$ cat config.mk
export PLATFORM = sky130hd
export DESIGN_NAME = aud_txfifo
export DESIGN_NICKNAME = d
export VERILOG_FILES = /design/src/rtl/aud_txfifo_pkg.sv /design/src/rtl/aud_txfifo_pack.sv /design/src/rtl/aud_txfifo_store.sv /design/src/rtl/aud_txfifo_drain.sv /design/src/rtl/aud_txfifo_status.sv /design/src/rtl/aud_txfifo.sv
export SDC_FILE = /design/constraint.sdc
export NUM_CORES = 1
export LEC_CHECK = 0
export BUFFER_PORTS_ARGS = -buffer_cell sky130_fd_sc_hd__buf_4
export CORE_MARGIN = 2
export CORE_UTILIZATION = 37
export CTS_BUF_LIST = sky130_fd_sc_hd__clkbuf_8
export CTS_CLUSTER_DIAMETER = 200
export DETAILED_ROUTE_END_ITERATION = 6
export GPL_ROUTABILITY_DRIVEN = 0
export PLACE_DENSITY = 0.62
export RECOVER_POWER = 100
export SLEW_MARGIN = 30
export SYNTH_ARGS = -nofsm -noshare
export SYNTH_HDL_FRONTEND = slang
export SYNTH_SLANG_ARGS = --single-unit
$ cat constraint.sdc
create_clock -name clk -period 4.2 [get_ports clk]
set_input_delay 0.63 -clock clk [delete_from_list [all_inputs] [get_ports clk]]
set_output_delay 0.63 -clock clk [all_outputs]
set_load 0.03 [all_outputs]
$ cat src/rtl/aud_txfifo_pkg.sv
package aud_txfifo_pkg;

   localparam int SAMPLE_W = 20;
   localparam int PAIR_W   = 2 * SAMPLE_W;

   // interrupt source bit positions
   localparam int IS_UR   = 0;
   localparam int IS_REQ  = 1;
   localparam int IS_DONE = 2;

   typedef enum logic [1:0] {
      SZ16 = 2'd0,
      SZ18 = 2'd1,
      SZ20 = 2'd2,
      SZ12 = 2'd3
   } size_e;

   function automatic logic [4:0] nc_shift(size_e s);
      case (s)
         SZ12:    return 5'd8;
         SZ16:    return 5'd4;
         SZ18:    return 5'd2;
         default: return 5'd0;
      endcase
   endfunction

   function automatic logic [SAMPLE_W-1:0] pad_single(logic [31:0] w, size_e s);
      logic [31:0] t;
      t = w << nc_shift(s);
      return t[SAMPLE_W-1:0];
   endfunction

   function automatic logic [SAMPLE_W-1:0] pad_half(logic [15:0] h, size_e s);
      logic [23:0] t;
      t = {8'h00, h} << ((s == SZ12) ? 5'd8 : 5'd4);
      return t[SAMPLE_W-1:0];
   endfunction

   function automatic logic compact_ok(size_e s);
      return (s == SZ16) || (s == SZ12);
   endfunction

endpackage

$ cat src/rtl/aud_txfifo_pack.sv
module aud_txfifo_pack
   import aud_txfifo_pkg::*;
(
   input  logic [1:0]          size_code,
   input  logic                compact_req,
   input  logic [31:0]         wr_data,
   output logic                two_samples,
   output logic [SAMPLE_W-1:0] smp_first,
   output logic [SAMPLE_W-1:0] smp_second
);

   size_e                sz;
   logic [SAMPLE_W-1:0]  half_pad [2];

   assign sz          = size_e'(size_code);
   assign two_samples = compact_req && compact_ok(sz);

   for (genvar g = 0; g < 2; g++) begin : g_lane
      assign half_pad[g] = pad_half(wr_data[16*g +: 16], sz);
   end

   assign smp_first  = two_samples ? half_pad[0] : pad_single(wr_data, sz);
   assign smp_second = half_pad[1];

endmodule

$ cat src/rtl/aud_txfifo_store.sv
module aud_txfifo_store
   import aud_txfifo_pkg::*;
#(
   parameter int DEPTH = 8,
   localparam int AW = $clog2(DEPTH),
   localparam int LW = AW + 1
) (
   input  logic                clk,
   input  logic                rst_n,
   input  logic                flush,
   input  logic                put_one,
   input  logic                put_two,
   input  logic [SAMPLE_W-1:0] in_first,
   input  logic [SAMPLE_W-1:0] in_second,
   input  logic                take_pair,
   output logic [SAMPLE_W-1:0] out_old,
   output logic [SAMPLE_W-1:0] out_new,
   output logic [LW-1:0]       level,
   output logic [LW-1:0]       level_nx
);

   logic [SAMPLE_W-1:0] mem [DEPTH];
   logic [AW-1:0]       wp, rp;
   logic [AW-1:0]       wp_inc, rp_inc;
   logic [LW-1:0]       add_n, sub_n;

   assign wp_inc = wp + AW'(1);
   assign rp_inc = rp + AW'(1);

   assign add_n    = put_two ? LW'(2) : (put_one ? LW'(1) : '0);
   assign sub_n    = take_pair ? LW'(2) : '0;
   assign level_nx = flush ? '0 : (level + add_n - sub_n);

   always_ff @(posedge clk) begin
      if (!flush && (put_one || put_two)) mem[wp] <= in_first;
      if (!flush && put_two)              mem[wp_inc] <= in_second;
   end

   always_ff @(posedge clk or negedge rst_n) begin
      if (!rst_n) begin
         wp    <= '0;
         rp    <= '0;
         level <= '0;
      end else if (flush) begin
         wp    <= '0;
         rp    <= '0;
         level <= '0;
      end else begin
         wp    <= wp + add_n[AW-1:0];
         rp    <= rp + sub_n[AW-1:0];
         level <= level_nx;
      end
   end

   assign out_old = mem[rp];
   assign out_new = mem[rp_inc];

endmodule

$ cat src/rtl/aud_txfifo_drain.sv
module aud_txfifo_drain #(
   parameter int DEPTH = 8,
   localparam int LW = $clog2(DEPTH) + 1,
   localparam logic [LW-1:0] HALF = LW'(DEPTH / 2)
) (
   input  logic          clk,
   input  logic          rst_n,
   input  logic          flush,
   input  logic          tx_enable,
   input  logic [1:0]    slot_sel,
   input  logic [LW-1:0] level,
   input  logic          pair_ready,
   output logic          pair_valid,
   output logic          take_pair
);

   logic burst_q;
   logic gate_ok;

   assign gate_ok    = tx_enable && (|slot_sel) && !flush;
   assign pair_valid = gate_ok && (level >= LW'(2)) && ((level >= HALF) || burst_q);
   assign take_pair  = pair_valid && pair_ready;

   always_ff @(posedge clk or negedge rst_n) begin
      if (!rst_n)     burst_q <= 1'b0;
      else if (flush) burst_q <= 1'b0;
      else            burst_q <= take_pair;
   end

endmodule

$ cat src/rtl/aud_txfifo_status.sv
module aud_txfifo_status
   import aud_txfifo_pkg::*;
#(
   parameter int DEPTH = 8,
   localparam int LW = $clog2(DEPTH) + 1,
   localparam logic [LW-1:0] HALF = LW'(DEPTH / 2),
   localparam logic [LW-1:0] TOP  = LW'(DEPTH)
) (
   input  logic          clk,
   input  logic          rst_n,
   input  logic          flush,
   input  logic          pushed,
   input  logic          popped,
   input  logic          burst_nx,
   input  logic [LW-1:0] level_nx,
   input  logic          ur_clear,
   input  logic [2:0]    int_enable,
   output logic          empty,
   output logic          half_empty,
   output logic          full,
   output logic          underrun,
   output logic [2:0]    int_src,
   output logic          irq
);

   logic       e_nx, h_nx, f_nx, u_nx;
   logic [2:0] src_nx;

   always_comb begin
      e_nx = empty;
      h_nx = half_empty;
      f_nx = full;
      u_nx = underrun;
      if (ur_clear) u_nx = 1'b0;
      if (pushed) begin
         if (level_nx != '0) begin
            e_nx = 1'b0;
            u_nx = 1'b0;
         end
         if (level_nx >= HALF) h_nx = 1'b0;
         if (level_nx >= TOP)  f_nx = 1'b1;
      end
      if (popped) begin
         f_nx = 1'b0;
         if (level_nx <= HALF) h_nx = 1'b1;
         if (level_nx == '0) begin
            e_nx = 1'b1;
            u_nx = 1'b1;
         end
      end
      if (flush) begin
         e_nx = 1'b1;
         h_nx = 1'b1;
         f_nx = 1'b0;
         u_nx = 1'b0;
      end
      src_nx          = '0;
      src_nx[IS_UR]   = u_nx;
      src_nx[IS_REQ]  = h_nx;
      src_nx[IS_DONE] = e_nx && !(burst_nx && !flush);
   end

   always_ff @(posedge clk or negedge rst_n) begin
      if (!rst_n) begin
         empty      <= 1'b1;
         half_empty <= 1'b1;
         full       <= 1'b0;
         underrun   <= 1'b0;
         int_src    <= 3'b110;
         irq        <= 1'b0;
      end else begin
         empty      <= e_nx;
         half_empty <= h_nx;
         full       <= f_nx;
         underrun   <= u_nx;
         int_src    <= src_nx;
         irq        <= |(src_nx & int_enable);
      end
   end

endmodule

$ cat src/rtl/aud_txfifo.sv
module aud_txfifo
   import aud_txfifo_pkg::*;
#(
   parameter int DEPTH = 8
) (
   input  logic              clk,
   input  logic              rst_n,
   input  logic              flush,
   input  logic              wr_en,
   input  logic [31:0]       wr_data,
   input  logic [1:0]        size_code,
   input  logic              compact_req,
   input  logic              tx_enable,
   input  logic [1:0]        slot_sel,
   input  logic              ur_clear,
   input  logic [2:0]        int_enable,
   output logic              pair_valid,
   input  logic              pair_ready,
   output logic [PAIR_W-1:0] pair_data,
   output logic              empty,
   output logic              half_empty,
   output logic              full,
   output logic              underrun,
   output logic [2:0]        int_src,
   output logic              irq
);

   localparam int LW = $clog2(DEPTH) + 1;
   localparam logic [LW:0] LIMIT = (LW+1)'(DEPTH);

   if (DEPTH < 8 || (DEPTH & (DEPTH - 1)) != 0) begin : g_bad_depth
      $error("aud_txfifo: DEPTH must be a power of two of at least 8");
   end

   logic                two_samples;
   logic [SAMPLE_W-1:0] smp_first, smp_second;
   logic                put_one, put_two;
   logic                take_pair;
   logic [LW-1:0]       level, level_nx;
   logic [SAMPLE_W-1:0] out_old, out_new;
   logic [LW:0]         level_ext;

   assign level_ext = {1'b0, level};
   assign put_one   = wr_en && !flush && !two_samples && (level_ext < LIMIT);
   assign put_two   = wr_en && !flush &&  two_samples && ((level_ext + (LW+1)'(2)) < LIMIT);

   aud_txfifo_pack u_pack (
      .size_code   (size_code),
      .compact_req (compact_req),
      .wr_data     (wr_data),
      .two_samples (two_samples),
      .smp_first   (smp_first),
      .smp_second  (smp_second)
   );

   aud_txfifo_store #(.DEPTH(DEPTH)) u_store (
      .clk       (clk),
      .rst_n     (rst_n),
      .flush     (flush),
      .put_one   (put_one),
      .put_two   (put_two),
      .in_first  (smp_first),
      .in_second (smp_second),
      .take_pair (take_pair),
      .out_old   (out_old),
      .out_new   (out_new),
      .level     (level),
      .level_nx  (level_nx)
   );

   aud_txfifo_drain #(.DEPTH(DEPTH)) u_drain (
      .clk        (clk),
      .rst_n      (rst_n),
      .flush      (flush),
      .tx_enable  (tx_enable),
      .slot_sel   (slot_sel),
      .level      (level),
      .pair_ready (pair_ready),
      .pair_valid (pair_valid),
      .take_pair  (take_pair)
   );

   aud_txfifo_status #(.DEPTH(DEPTH)) u_status (
      .clk        (clk),
      .rst_n      (rst_n),
      .flush      (flush),
      .pushed     (put_one || put_two),
      .popped     (take_pair),
      .burst_nx   (take_pair),
      .level_nx   (level_nx),
      .ur_clear   (ur_clear),
      .int_enable (int_enable),
      .empty      (empty),
      .half_empty (half_empty),
      .full       (full),
      .underrun   (underrun),
      .int_src    (int_src),
      .irq        (irq)
   );

   assign pair_data = {out_old, out_new};

endmodule

Word level (Yosys, flattened, before mapping) --
Memory sizes are Yosys's and may differ from the RTL's. Cells that the tools add are included.
Storage, ports and cells: register bits 19, bits in latches 0, memories kept 1, ROM bits 0, memory bits (writable) 160, input bits 47, word-level logic and storage cells 95
Operators by class: multiplexer cells 35, $lt $le $gt $ge 7, multipliers 0, reduce and logical (&&, ||, !) cells 29, $add $sub $neg 7, shifts and indexed selects 3, divide/modulo/power cells 0, equal/unequal tests 2, bitwise operators 1
Memories:
- u_store.mem | depth 8, width 20, rd ports 2, clocked after Yosys merged registers in 0, wr ports 2, RTL line aud_txfifo_store.sv:22 | logic [SAMPLE_W-1:0] mem [DEPTH];
Operator list (number):
- $shl 16x5->20 | 2
- $shl 32x4->20 | 1
- $mux 1 | 26
- $mux 20 | 1
- $mux 4 | 4
- $logic_and 1x1->1 | 15
- $pmux 4 s3 | 1
- $ge 4x3->1 const B | 2
- $add 3x1->3 const B | 2
- $add 3x3->3 | 2
- $mux 3 | 2
- $reduce_bool 3->1 | 2
- $add 4x2->5 const B | 1
- $lt 5x4->1 const B | 1
- $add 4x4->4 | 1
- $ge 4x2->1 const B | 1
- $ge 4x4->1 const B | 1
- $le 4x3->1 const B | 1
- $logic_not 4->1 | 1
- $lt 4x4->1 const B | 1
- $reduce_bool 4->1 | 1
- $sub 4x4->4 | 1
- $and 3x3->3 | 1
- $logic_not 1->1 | 3
- 8 further kinds | 10

Depth between registers and ports, before layout --
Gate-level depths: netlist of the first run.
depth after elaboration 20, mapped depth 14, mapped depth without buffers 14

By module --
A second synthesis of the first run with hierarchy kept.
Second synthesis, totals: cells, all modules 670, area, all modules 10027.1 µm²
Modules (own cells, without submodules):
- aud_txfifo_store | instances 1, cells an instance 459, area each 8369.3 µm², seq. area each 5029.8 µm²
- aud_txfifo_pack | instances 1, cells an instance 171, area each 1248.7 µm², seq. area each 0.0 µm²
- aud_txfifo_status | instances 1, cells an instance 28, area each 301.5 µm², seq. area each 153.9 µm²
- aud_txfifo_drain | instances 1, cells an instance 7, area each 72.6 µm², seq. area each 25.0 µm²
- aud_txfifo | instances 1, cells an instance 5, area each 35.0 µm², seq. area each 0.0 µm²

Worst setup path after synthesis of the first run --
No wires, ideal clock.
path type input -> register, start point input port size_code[0], end point memory u_store.mem[0][0] (enable), setup time 0.454 ns, stages on the path 7, data required time 3.746 ns, buffers on the path 1, arrival 3.759 ns, setup slack -0.013 ns, path through inv_1 -> ha_1 -> and4bb_1 -> o211a_1 -> buf_4 -> nor2_1 -> o41ai_1
RTL lines:
- start, declared | RTL line aud_txfifo.sv:11 | input logic [1:0] size_code,
- end, declared | RTL line aud_txfifo_store.sv:22

==> summary.md, run 1 <==
| Metric | Value |
|---|---|
| Antenna violations before repair | `0` |
| Fillers | `around 2300` |
| Fraction of registers with async set/reset | `9.091%` |
| Worst-Skew Late Latency | `0.47 ns` |
| Final cell count without fillers | `approximately 1100` |
| Combinational power share | `roughly 23%` |
| Leakage | `3.929 nW` |
| Count leader, synth | `edfxtp_1` |
| Critical path startpoint | `size_code[1]` |
| Buffers on Ports | `95` |
| # IOs | `96` |
| Final slew viol count | `63` |
| First-pass GRT wire length | `39100 µm` |
| Clock network fraction of total power | `27.5%` |
| Die W | `164.1 µm` |
| Largest net degree at the start of global routing | `33` |
| Setup_tns | `0 ns` |
| FMAX | `273.5 MHz` |
| Area leader, netlist | `edfxtp_1` |
| Share of post-route cells with drive strength above 1 | `between 20% and 30%` |
| Mapped Avg Cell Area | `14.22 µm²` |
| Peak VDD IR | `0.1997 mV` |
| Top_reg_cell synth | `edfxtp_1` |
| DRC | `0` |
| Die height | `164.1 µm` |
| Post-CTS setup buffers | `0` |
| Synth Register Bits | `~180` |
| Internal power | `0.002827 W` |
| Final nets | `834` |
| Synth top area share | `approximately half` |
| Mapped cell area | `0.009484 mm²` |
| R2R Path Start | `u_store.wp[0]` |
| Switching Fraction | `32.15%` |
| Grt total ovfl | `0` |
| Area of the die | `between 0.02 and 0.03 mm²` |
| Final total power | `0.004167 W` |
| Vias in the first global route | `6364` |
| DR vias | `6320` |
| GRT Util Overall | `19.68%` |
| Top cells by count, synth | `edfxtp_1, mux2i_1, mux4_2` |
| Starting Density | `37.66%` |
| CTS clk-pin slew, worst paths | `~0.1 ns` |
| Cells after Synth | `667` |
| TritonRoute pass-1 iters | `5` |
| Hold WS | `0.4383 ns` |
| Layout area overhead | `15.29%` |
| Via/cell ratio | `5.663` |
| Mapped Nets | `between 700 and 800` |
| Reg power frac | `49.7%` |
| Max cap viols | `4` |
| CP required | `approximately 4.3 ns` |
| Startpoint Class | `input pin` |
| Slew Limit Headroom | `-18.04%` |
| Num CTS Buffers | `17` |
| Post-DP HPWL | `17440 µm` |
| NetSw | `0.001340 W` |
| Skew final | `0.01179 ns` |
| Hold Fails Final Rpt | `0` |
| Core Footprint | `0.02518 mm²` |
| Num Clock Sinks | `around 180` |
| Slew @ Worst Pin | `1.771 ns` |
| Max clock buf depth | `2` |
| Power per Cell Area | `between 300 and 400 mW/mm²` |
| Hold Path Class | `input pin to flop` |
| Failing checks | `capacitance limit, slew limit` |
| Initial DRC Count | `646` |
| WP data arrival | `3.73 ns` |
| Total Wirelength | `approximately 26000 µm` |
| CTS tree | `done` |
| Yosys cell types | `57` |
| Wire per inst | `23.16 µm` |
| HP Start | `int_enable[1]` |
| Largest cells by area after synthesis | `edfxtp_1, mux4_2, mux2i_1` |
| Min Clock Period, post-route | `3.656 ns` |
| CTS root buffer | `clkbuf_8` |
| Crit. End Element | `flop` |
| Multi-input gate area | `0.004033 mm²` |
| Antenna-violating nets left | `0` |
| Critical path class | `input pin to flop` |
| Finish-stage setup viols | `0` |
| Register area | `0.005210 mm²` |
| Core Rows | `58` |
| Worst Path Max Fanout | `20` |
| Status | `finished with violations` |
| Warnings, synthesis | `0` |
| Diode count | `0` |
| DP Cell Count | `1083` |
| Register area share after synthesis | `54.92%` |
| Period Utilization, post-route | `87.05%` |
| H-tree levels | `4` |
| Number of synthesized flops with an enable pin | `160` |
| RSZ-0062 raised after global routing | `false` |
sequential cells by signal (all words and copies together) (netlist names):
register,flops
u_drain.burst_q,1
u_store.wp,3
u_store.level,4
u_status.full,1
u_status.int_src,3
u_status.irq,1
u_store.mem,160
u_store.rp,2
u_status.empty,1
cells by family (layout without fill, tap and decap cells):
family	Yosys count	after routing	share of synthesized area, %
muxes	178	178	26.33
DFF	176	176	54.92
and+or+nand+nor	153	153	7.757
AOI/OAI and AO/OA	74	74	5.238
buffers and inverters	67	186	3.285
adders and majority gates	14	14	2.005
xor gates and xnor gates	5	5	0.4618
per-layer routing:
| metal | wire length [µm] | share of wire [%] | vias to the layer above | global-route usage [%] |
|---|---|---|---|---|
| li1 | - | - | 2809 | - |
| met1 | 11410 | 44 | 3228 | 27.68 |
| met2 | 12120 | 47 | 255 | 31.32 |
| met3 | 1951 | 7.5 | 28 | 3.813 |
| met4 | 367 | 1.4 | 0 | 5.183 |
| met5 | 0 | 0 | - | 0 |
per-stage QoR:
stage                     worst slack [ns]  area (µm²)  util [%]
final                               0.5439       10930     43.42
after global routing                0.3826       10930     43.42
after CTS                           0.7856       11190     44.43
after detailed placement            0.3518       10790     42.86
after global placement              0.4508       10760     42.75
after floorplan                    0.01554        9492         -
critical path, cell delays in order:
cell	delay [ns]
clkbuf_4	0.11
inv_1	0.05
ha_1	0.30
and4bb_1	0.32
o211a_1	0.37
inv_4	0.13
nor3_2	0.25
buf_4	0.26
o21bai_2	0.14
clkbuf_1	1.16
cell type report:
| type | count | share of cell area (%) |
|---|---|---|
| Tap cell | 330 | 3.776 |
| Multi-Input combinational cell | 424 | 36.88 |
| Clock inverter | 15 | 1.373 |
| Sequential cell | 176 | 47.65 |
| Inverter | 19 | 0.6751 |
| Clock buffer | 17 | 2.140 |
| Timing Repair Buffer | 135 | 7.507 |
worst paths after layout:
path / end / slack, ns / depth (start not counted)
worst max register to register: u_store.mem[7][0] / 0.59 / 8
worst max-delay path: u_store.mem[7][0] / 0.54 / 10
min in group asynchronous: u_status.int_src[0] / 0.81 / 2
worst min register to register: u_status.full / 0.56 / 1
max in group asynchronous: u_store.rp[2] / 2.78 / 2
worst min-delay path: u_status.irq / 0.44 / 3
power by group through the flow:
stage	Clock (W)	Combinational (W)	Sequential (W)
6_report	0.00114	0.000953	0.00207
5_1_grt	0.00122	0.00104	0.00208
4_1_cts	0.00116	0.00101	0.00207
3_5_place_dp	0	0.00100	0.00211
3_3_place_gp	0	0.000991	0.00211
2_1_floorplan	0	0.000641	0.00212
layout by cell type, fill, tap and decap left out, types with 3 or more instances in the layout:
cell type / count
nand2_1: 44
nor2b_1: 13
clkbuf_4: 4
inv_8: 4
and3_1: 3
inv_6: 3
nand2b_1: 4
clkbuf_8: 17
nor3_1: 19
o31a_1: 3
buf_4: 69
clkinv_4: 3
mux2i_1: 92
a211oi_1: 5
clkinv_1: 3
dfrtp_1: 12
edfxtp_1: 160
clkbuf_1: 58
xor2_1: 3
nor2_1: 53
o211ai_1: 7
inv_1: 15
a21oi_1: 23
o21ai_0: 6
a31oi_1: 5
mux4_2: 54
mux2_2: 32
o22ai_1: 5
ha_1: 12
what timing repair did:
| action | 4_1_cts | 5_1_grt |
|---|---|---|
| endpoints found under the hold margin | 13 | 0 |
| resized for setup | 0 | 0 |
| hold buffers | 1 | 0 |
Power figures use the tool's default switching activity.
==> run 2, diff against run 1 <==
--- a/config.mk
+++ b/config.mk
@@ -14,6 +14,7 @@
 export GPL_ROUTABILITY_DRIVEN = 0
 export PLACE_DENSITY = 0.62
 export RECOVER_POWER = 100
+export REMOVE_ABC_BUFFERS = 1
 export SLEW_MARGIN = 30
 export SYNTH_ARGS = -nofsm -noshare
 export SYNTH_HDL_FRONTEND = slang
==> summary.md, run 2 (synthesis gave the netlist of run 1 again) <==
| Metric | Value |
|---|---|
| Die W | `164.1 µm (unchanged)` |
| Post-DP HPWL | `17230 µm (was 17440 µm)` |
| Worst-Skew Late Latency | `0.47 ns (about the same)` |
| Initial DRC Count | `625 (was 646)` |
| Largest registers | `u_store.mem x160, u_store.level x4 (unchanged)` |
| CP required | `4.29 ns (was 4.27 ns)` |
| Grt total ovfl | `0 (unchanged)` |
| Most frequent cells in the layout | `edfxtp_1, mux2i_1, buf_4 (unchanged)` |
| Cell Area, Placed | `0.01073 mm² (was 0.01079 mm²)` |
| Min Clock Period, post-route | `3.777 ns (was 3.656 ns)` |
| Post-Place Worst Slack | `0.3296 ns (was 0.3518 ns)` |
| Antenna-violating nets left | `0 (unchanged)` |
| Critical path class | `input pin to flop (unchanged)` |
| WP data arrival | `3.87 ns (was 3.73 ns)` |
| Met1 usage | `27.81% (was 27.68%)` |
| Max cap viols | `7 (was 4)` |
| Hold Fails Final Rpt | `0 (unchanged)` |
| TritonRoute pass-1 iters | `7 (was 5)` |
| Vias in the first global route | `6241 (was 6364)` |
| Grt met2 use | `31.27% (was 31.32%)` |
| Most common cell after layout, fill and taps aside | `edfxtp_1 (unchanged)` |
| First-pass GRT wire length | `38080 µm (was 39100 µm)` |
| Starting Density | `37.66% (unchanged)` |
| Core Rows | `58 (unchanged)` |
| Peak VDD IR | `0.2087 mV (was 0.1997 mV)` |
| Leakage | `3.903 nW (was 3.929 nW)` |
| DR vias | `6176 (was 6320)` |
| Max clock buf depth | `2 (unchanged)` |
| CTS clk-pin slew, worst paths | `0.10 ns (about the same)` |
| Slew Limit Headroom | `-20.27% (was -18.04%)` |
| # hold bufs at CTS | `1 (unchanged)` |
| Final Instance Area | `0.01085 mm² (was 0.01093 mm²)` |
| Final slew viol count | `107 (was 63)` |
| Via/cell ratio | `5.564 (was 5.663)` |
| Num CTS Buffers | `17 (unchanged)` |
| Skew final | `0.01464 ns (was 0.01179 ns)` |
| Critical-path top delay cell | `o22ai_1 (was clkbuf_1)` |
| Final nets | `828 (was 834)` |
| Failing checks | `capacitance limit, slew limit (unchanged)` |
| Worst Path Max Fanout | `13 (was 20)` |
| Status | `finished with violations (unchanged)` |
| CTS tree | `done (unchanged)` |
| Fillers | `2327 (was 2305)` |
| Num Clock Sinks | `176 (unchanged)` |
| PostCTS Resize Cnt | `0 (unchanged)` |
| Multi-input gate area | `0.003944 mm² (was 0.004033 mm²)` |
| Largest net degree at the start of global routing | `33 (unchanged)` |
| Diode count | `0 (unchanged)` |
| Worst path max stage delay | `1.00 ns (was 1.16 ns)` |
| RSZ-0062 raised after global routing | `false (unchanged)` |
| Post-CTS setup buffers | `0 (unchanged)` |
| Wire per inst | `22.76 µm (was 23.16 µm)` |
| Worst path cell trace | `clkbuf_1 > inv_1 > ha_2 > and4bb_1 > o211a_1 > o21ai_0 > o22ai_1 > clkbuf_1 (was clkbuf_4 > inv_1 > ha_1 > and4bb_1 > o211a_1 > inv_4 > nor3_2 > buf_4 > o21bai_2 > clkbuf_1)` |
| Finish-stage setup viols | `0 (unchanged)` |
| Die height | `164.1 µm (unchanged)` |
| Setup ws final | `0.4229 ns (was 0.5439 ns)` |
| Final total power | `0.004250 W (was 0.004167 W)` |
| Buffers on Ports | `95 (unchanged)` |
| Startpoint Class | `input pin (unchanged)` |
| GRT Util Overall | `19.39% (was 19.68%)` |
| Number of flip-flops in the largest register | `160 (unchanged)` |
| Grt peak-use layer | `met2 (unchanged)` |
| Hold Path Class | `input pin to flop (unchanged)` |
| FMAX | `264.8 MHz (was 273.5 MHz)` |
| Antenna violations before repair | `0 (unchanged)` |
| CTS root buffer | `clkbuf_8 (unchanged)` |
| # IOs | `96 (unchanged)` |
| Area of the die | `0.02693 mm² (unchanged)` |
| Layout area overhead | `14.37% (was 15.29%)` |
| Core Footprint | `0.02518 mm² (unchanged)` |
| Cell mode on critical path | `clkbuf_1` |
| Register area | `0.005210 mm² (unchanged)` |
| Post-layout util | `43.07% (was 43.42%)` |
| Period Utilization, post-route | `89.93% (was 87.05%)` |
| Top reg by flops | `u_store.mem (unchanged)` |
| Share of post-route cells with drive strength above 1 | `24.62% (was 26.72%)` |
| Crit. End Element | `flop (unchanged)` |
| DRC | `0 (unchanged)` |
| H-tree levels | `4 (unchanged)` |
| Power per Cell Area | `391.8 mW/mm² (was 381.1 mW/mm²)` |
| Slew @ Worst Pin | `1.789 ns (was 1.771 ns)` |
| Total Wirelength | `25260 µm (was 25850 µm)` |
| M3 GR Usage | `3.207% (was 3.813%)` |
-- run 2: layout make-up --
cell class                 instances  share of cell area [%]
tap                              330                   3.807
sequential                       176                   48.03
clock buffer                      17                   2.157
timing repair buffer             129                   7.302
inverter                          19                  0.6806
clock inverter                    15                   1.661
multi-input combinational        424                   36.36
-- run 2: layer usage --
layer,vias to the layer above,share of wire (%)
met4,0,0.92
met1,3133,45
met2,234,48
met5,-,0
met3,19,6.3
li1,2790,-
-- run 2: through the flow --
step	TNS (ns)	hold WS, ns	std cells
2_1_floorplan	-8.557	0.3344	619
3_3_place_gp	0	0.5010	1076
3_5_place_dp	0	0.5086	1076
4_1_cts	0	0.4235	1109
5_1_grt	0	0.4461	1110
6_report	0	0.4590	1110
-- run 2: path summary, 6_finish.rpt --
path | slack (ns) | startpoint | cells after the start | to
worst max-delay path | 0.42 | size_code[0] | 8 | u_store.mem[6][0]
worst min-delay path | 0.46 | flush | 2 | u_store.rp[2]
worst max register to register | 0.66 | u_store.level[2] | 13 | u_status.irq
worst min register to register | 0.55 | u_status.full | 1 | u_status.full
max in group asynchronous | 2.78 | rst_n | 2 | u_store.rp[2]
min in group asynchronous | 0.80 | rst_n | 2 | u_status.irq
-- run 2: critical path, delay by kind of cell --
family / cells / cell delay [ns]
compound gates: 3 / 1.61
fa+ha+maj: 1 / 0.29
buf+inv: 3 / 1.00
simple gates: 1 / 0.32
-- run 2: report_power, final --
part	internal, W	leakage, nW	total, W	switching, W
Sequential	0.00203	1.66	0.00207	0.0000383
Clock	0.000595	0.211	0.00125	0.000656
Combinational	0.000342	2.03	0.000928	0.000585
Total	0.00297	3.90	0.00425	0.00128
==> run 3, diff against run 2 <==
--- a/config.mk
+++ b/config.mk
@@ -5,6 +5,7 @@
 export SDC_FILE = /design/constraint.sdc
 export NUM_CORES = 1
 export LEC_CHECK = 0
+export ABC_AREA = 1
 export BUFFER_PORTS_ARGS = -buffer_cell sky130_fd_sc_hd__buf_4
 export CORE_MARGIN = 2
 export CORE_UTILIZATION = 37
@@ -12,7 +13,7 @@
 export CTS_CLUSTER_DIAMETER = 200
 export DETAILED_ROUTE_END_ITERATION = 6
 export GPL_ROUTABILITY_DRIVEN = 0
-export PLACE_DENSITY = 0.62
+export PLACE_DENSITY = 0.51
 export RECOVER_POWER = 100
 export REMOVE_ABC_BUFFERS = 1
 export SLEW_MARGIN = 30
==> summary.md, run 3 <==
| Metric | Value |
|---|---|
| Final Instance Area | `0.01076 mm² (was 0.01085 mm²)` |
| RSZ-0062 raised after global routing | `false (unchanged)` |
| Post-Place Worst Slack | `0.7592 ns (was 0.3296 ns)` |
| Top cells by count, synth | `nand2_1, edfxtp_1, o21ai_0 (was edfxtp_1, mux2i_1, mux4_2)` |
| Crit. End Element | `flop (unchanged)` |
| Leakage | `4.364 nW (was 3.903 nW)` |
| Startpoint Class | `input pin (unchanged)` |
| GRT Util Overall | `22.20% (was 19.39%)` |
| Setup ws final | `0.7142 ns (was 0.4229 ns)` |
| Hold Fails Final Rpt | `0 (unchanged)` |
| Fillers | `2631 (was 2327)` |
| Clock network fraction of total power | `27.8% (was 29.4%)` |
| Share of post-route cells with drive strength above 1 | `10.66% (was 24.62%)` |
| Largest net degree at the start of global routing | `82 (was 33)` |
| PostCTS Resize Cnt | `0 (unchanged)` |
| Internal power | `0.002780 W (was 0.002971 W)` |
| Post-layout util | `41.64% (was 43.07%)` |
| H-tree levels | `4 (unchanged)` |
| Grt total ovfl | `0 (unchanged)` |
| Wire per inst | `19.51 µm (was 22.76 µm)` |
| Min Clock Period, post-route | `3.486 ns (was 3.777 ns)` |
| TritonRoute pass-1 iters | `5 (was 7)` |
| Worst Path Buf+Inv | `5 (was 3)` |
| Warnings, synthesis | `0 (unchanged)` |
| Starting Density | `37.35% (was 37.66%)` |
| Area of the die | `0.02739 mm² (was 0.02693 mm²)` |
| Multi-input gate area | `0.003739 mm² (was 0.003944 mm²)` |
| Hold Path Class | `input pin to flop (unchanged)` |
| Largest registers | `u_store.mem x160, u_store.level x4 (unchanged)` |
| FMAX | `286.9 MHz (was 264.8 MHz)` |
| Skew final | `0.01797 ns (was 0.01464 ns)` |
| Largest cells by area after synthesis | `edfxtp_1, nand2_1, o21ai_0 (was edfxtp_1, mux4_2, mux2i_1)` |
| Cell mode on critical path | `nand2_1 (was clkbuf_1)` |
| Number of flip-flops in the largest register | `160 (unchanged)` |
| Most frequent cells in the layout | `nand2_1, o21ai_0, edfxtp_1 (was edfxtp_1, mux2i_1, buf_4)` |
| Num CTS Buffers | `17 (unchanged)` |
| Antenna-violating nets left | `0 (unchanged)` |
| Antenna violations before repair | `0 (unchanged)` |
| Max clock buf depth | `2 (unchanged)` |
| Period Utilization, post-route | `82.99% (was 89.93%)` |
| Most common cell after layout, fill and taps aside | `nand2_1 (was edfxtp_1)` |
| NetSw | `0.001378 W (was 0.001279 W)` |
| Mapped cell area | `0.009651 mm² (was 0.009484 mm²)` |
| # hold bufs at CTS | `1 (unchanged)` |
| Vias in the first global route | `7525 (was 6241)` |
| Mapped Avg Cell Area | `8.837 µm² (was 14.22 µm²)` |
| Total Wirelength | `29420 µm (was 25260 µm)` |
| First-pass GRT wire length | `44810 µm (was 38080 µm)` |
| Initial DRC Count | `687 (was 625)` |
| Worst path cell trace | `buf_4 > inv_1 > ha_1 > inv_1 > nand2_1 > inv_4 > nand4_4 > nand2_1 > nand4_1 > nand2_1 > clkbuf_2 (was clkbuf_1 > inv_1 > ha_2 > and4bb_1 > o211a_1 > o21ai_0 > o22ai_1 > clkbuf_1)` |
| Buffers on Ports | `95 (unchanged)` |
| Status | `completed (was finished with violations)` |
| Cell family with most CP delay | `simple AND/OR/NAND/NOR gates (was compound AO/OA/AOI/OAI gates)` |
| Core Rows | `59 (was 58)` |
| DR vias | `7885 (was 6176)` |
| Top reg by flops | `u_store.mem (unchanged)` |
| Core Footprint | `0.02584 mm² (was 0.02518 mm²)` |
| Area leader, netlist | `edfxtp_1 (unchanged)` |
| Register area share after synthesis | `53.97% (was 54.92%)` |
| Combinational power share | `22.6% (was 21.8%)` |
| Critical-path top delay cell | `clkbuf_2 (was o22ai_1)` |
| Die W | `165.5 µm (was 164.1 µm)` |
| Diode count | `0 (unchanged)` |
| Finish-stage setup viols | `0 (unchanged)` |
| Die height | `165.5 µm (was 164.1 µm)` |
| Slew @ Worst Pin | `1.453 ns (was 1.789 ns)` |
| Post-DP HPWL | `19080 µm (was 17230 µm)` |
| Num Clock Sinks | `176 (unchanged)` |
| Critical path class | `input pin to flop (unchanged)` |
| WP data arrival | `3.59 ns (was 3.87 ns)` |
| Power per Cell Area | `386.4 mW/mm² (was 391.8 mW/mm²)` |
| Layout area overhead | `11.49% (was 14.37%)` |
| # IOs | `96 (unchanged)` |
| Setup_tns | `0 ns (unchanged)` |
| Worst path max stage delay | `0.59 ns (was 1.00 ns)` |
| Worst-Skew Late Latency | `0.47 ns (about the same)` |
| Worst Path Max Fanout | `19 (was 13)` |
| Peak VDD IR | `0.1631 mV (was 0.2087 mV)` |
| Post-CTS setup buffers | `0 (unchanged)` |
| CTS clk-pin slew, worst paths | `0.09 ns (was 0.10 ns)` |
| Register area | `0.005210 mm² (unchanged)` |
| Cells after Synth | `1092 (was 667)` |
| Slew Limit Headroom | `3.157% (was -20.27%)` |
| DRC | `0 (unchanged)` |
| Top_reg_cell synth | `edfxtp_1 (unchanged)` |
| Final nets | `1221 (was 828)` |
| Yosys cell types | `41 (was 57)` |
| Max cap viols | `0 (was 7)` |
| Final slew viol count | `0 (was 107)` |
| Reg power frac | `49.6% (was 48.7%)` |
| Switching Fraction | `33.14% (was 30.10%)` |
| Synth Register Bits | `176 (unchanged)` |
| Cell Area, Placed | `0.01068 mm² (was 0.01073 mm²)` |
| Via/cell ratio | `5.229 (was 5.564)` |
| Number of synthesized flops with an enable pin | `160 (unchanged)` |
| CTS tree | `done (unchanged)` |
| Count leader, synth | `nand2_1 (was edfxtp_1)` |
| Synth top area share | `49.79% (was 50.66%)` |
| CTS root buffer | `clkbuf_8 (unchanged)` |
| CP required | `4.30 ns (was 4.29 ns)` |
| Fraction of registers with async set/reset | `9.091% (unchanged)` |
run 3: cell types whose count changed after synthesis, moves of 32 or more:
cell	delta
mux4_2	-54
o21ai_0	+140
nor2_1	+85
inv_1	+35
o22ai_1	+34
mux2_2	-32
o21ai_1	+59
nand2_1	+234
mux2i_1	-82
run 3: per-layer routing:
metal | vias to the layer above | track usage [%] | share of wire (%) | routed length [µm]
li1 | 3889 | - | - | -
met1 | 3698 | 31.74 | 47 | 13710
met2 | 269 | 35.36 | 46 | 13550
met3 | 29 | 3.272 | 5.7 | 1682
met4 | 0 | 5.799 | 1.6 | 483
met5 | - | 0 | 0 | 0
run 3: kinds of logic (layout without fill, tap and decap cells):
logic type,Yosys count,after routing,synth area share [%]
AO/OA/AOI/OAI,287,287,16.87
XOR/XNOR,2,2,0.1815
adder cells (fa/ha/maj),14,14,1.971
buffers and inverters,139,220,6.353
flip-flops,176,176,53.97
multiplexers,10,10,1.037
AND/OR/NAND/NOR,464,464,19.62
run 3: worst paths after layout:
check / depth (start not counted) / to / start / slack, ns
hold reg to reg: 2 / u_status.int_src[1] / u_status.int_src[1] / 0.53
setup reg to reg: 17 / u_status.irq / u_store.level[2] / 1.29
setup / recovery: 11 / u_store.mem[4][17] / size_code[0] / 0.71
max in group asynchronous: 2 / u_store.rp[1] / rst_n / 2.76
hold / removal: 3 / u_status.irq / int_enable[1] / 0.38
min in group asynchronous: 2 / u_status.full / rst_n / 0.81
run 3: layout make-up:
| class | instances | area share (%) |
|---|---|---|
| clock buffer | 17 | 2.175 |
| sequential | 176 | 48.42 |
| tap | 335 | 3.896 |
| clock inverter | 15 | 1.244 |
| multi-input combinational | 777 | 34.75 |
| inverter | 65 | 2.349 |
| timing repair buffer | 123 | 7.164 |
run 3: through the flow:
stage	hold WS, ns	std cells	power (W)
floorplan	0.3344	1018	0.002751
global placement	0.4942	1475	0.003099
detailed placement	0.4959	1475	0.003110
CTS	0.3554	1508	0.004251
global route	0.3517	1508	0.004372
finish	0.3825	1508	0.004158
run 3: power groups by stage:
stage                     clock network, W  registers, W  logic, W
after detailed placement                 0       0.00210   0.00101
after floorplan                          0       0.00212  0.000629
after global routing               0.00124       0.00207   0.00106
final                              0.00116       0.00206  0.000940
after CTS                          0.00118       0.00206   0.00101
after global placement                   0       0.00210  0.000997
run 3: worst reg2reg max path: stages, from the launching register on:
cell	delay, ns
dfrtp_1	0.42
inv_1	0.13
ha_1	0.16
inv_1	0.04
nor2_1	0.16
nor2_1	0.06
nand3_1	0.21
inv_1	0.13
fa_1	0.48
ha_1	0.31
nor2_1	0.13
nor2_1	0.09
nor2_1	0.10
nor2_1	0.05
a21oi_1	0.12
nand2_1	0.08
nand2_1	0.06
nand3_1	0.07
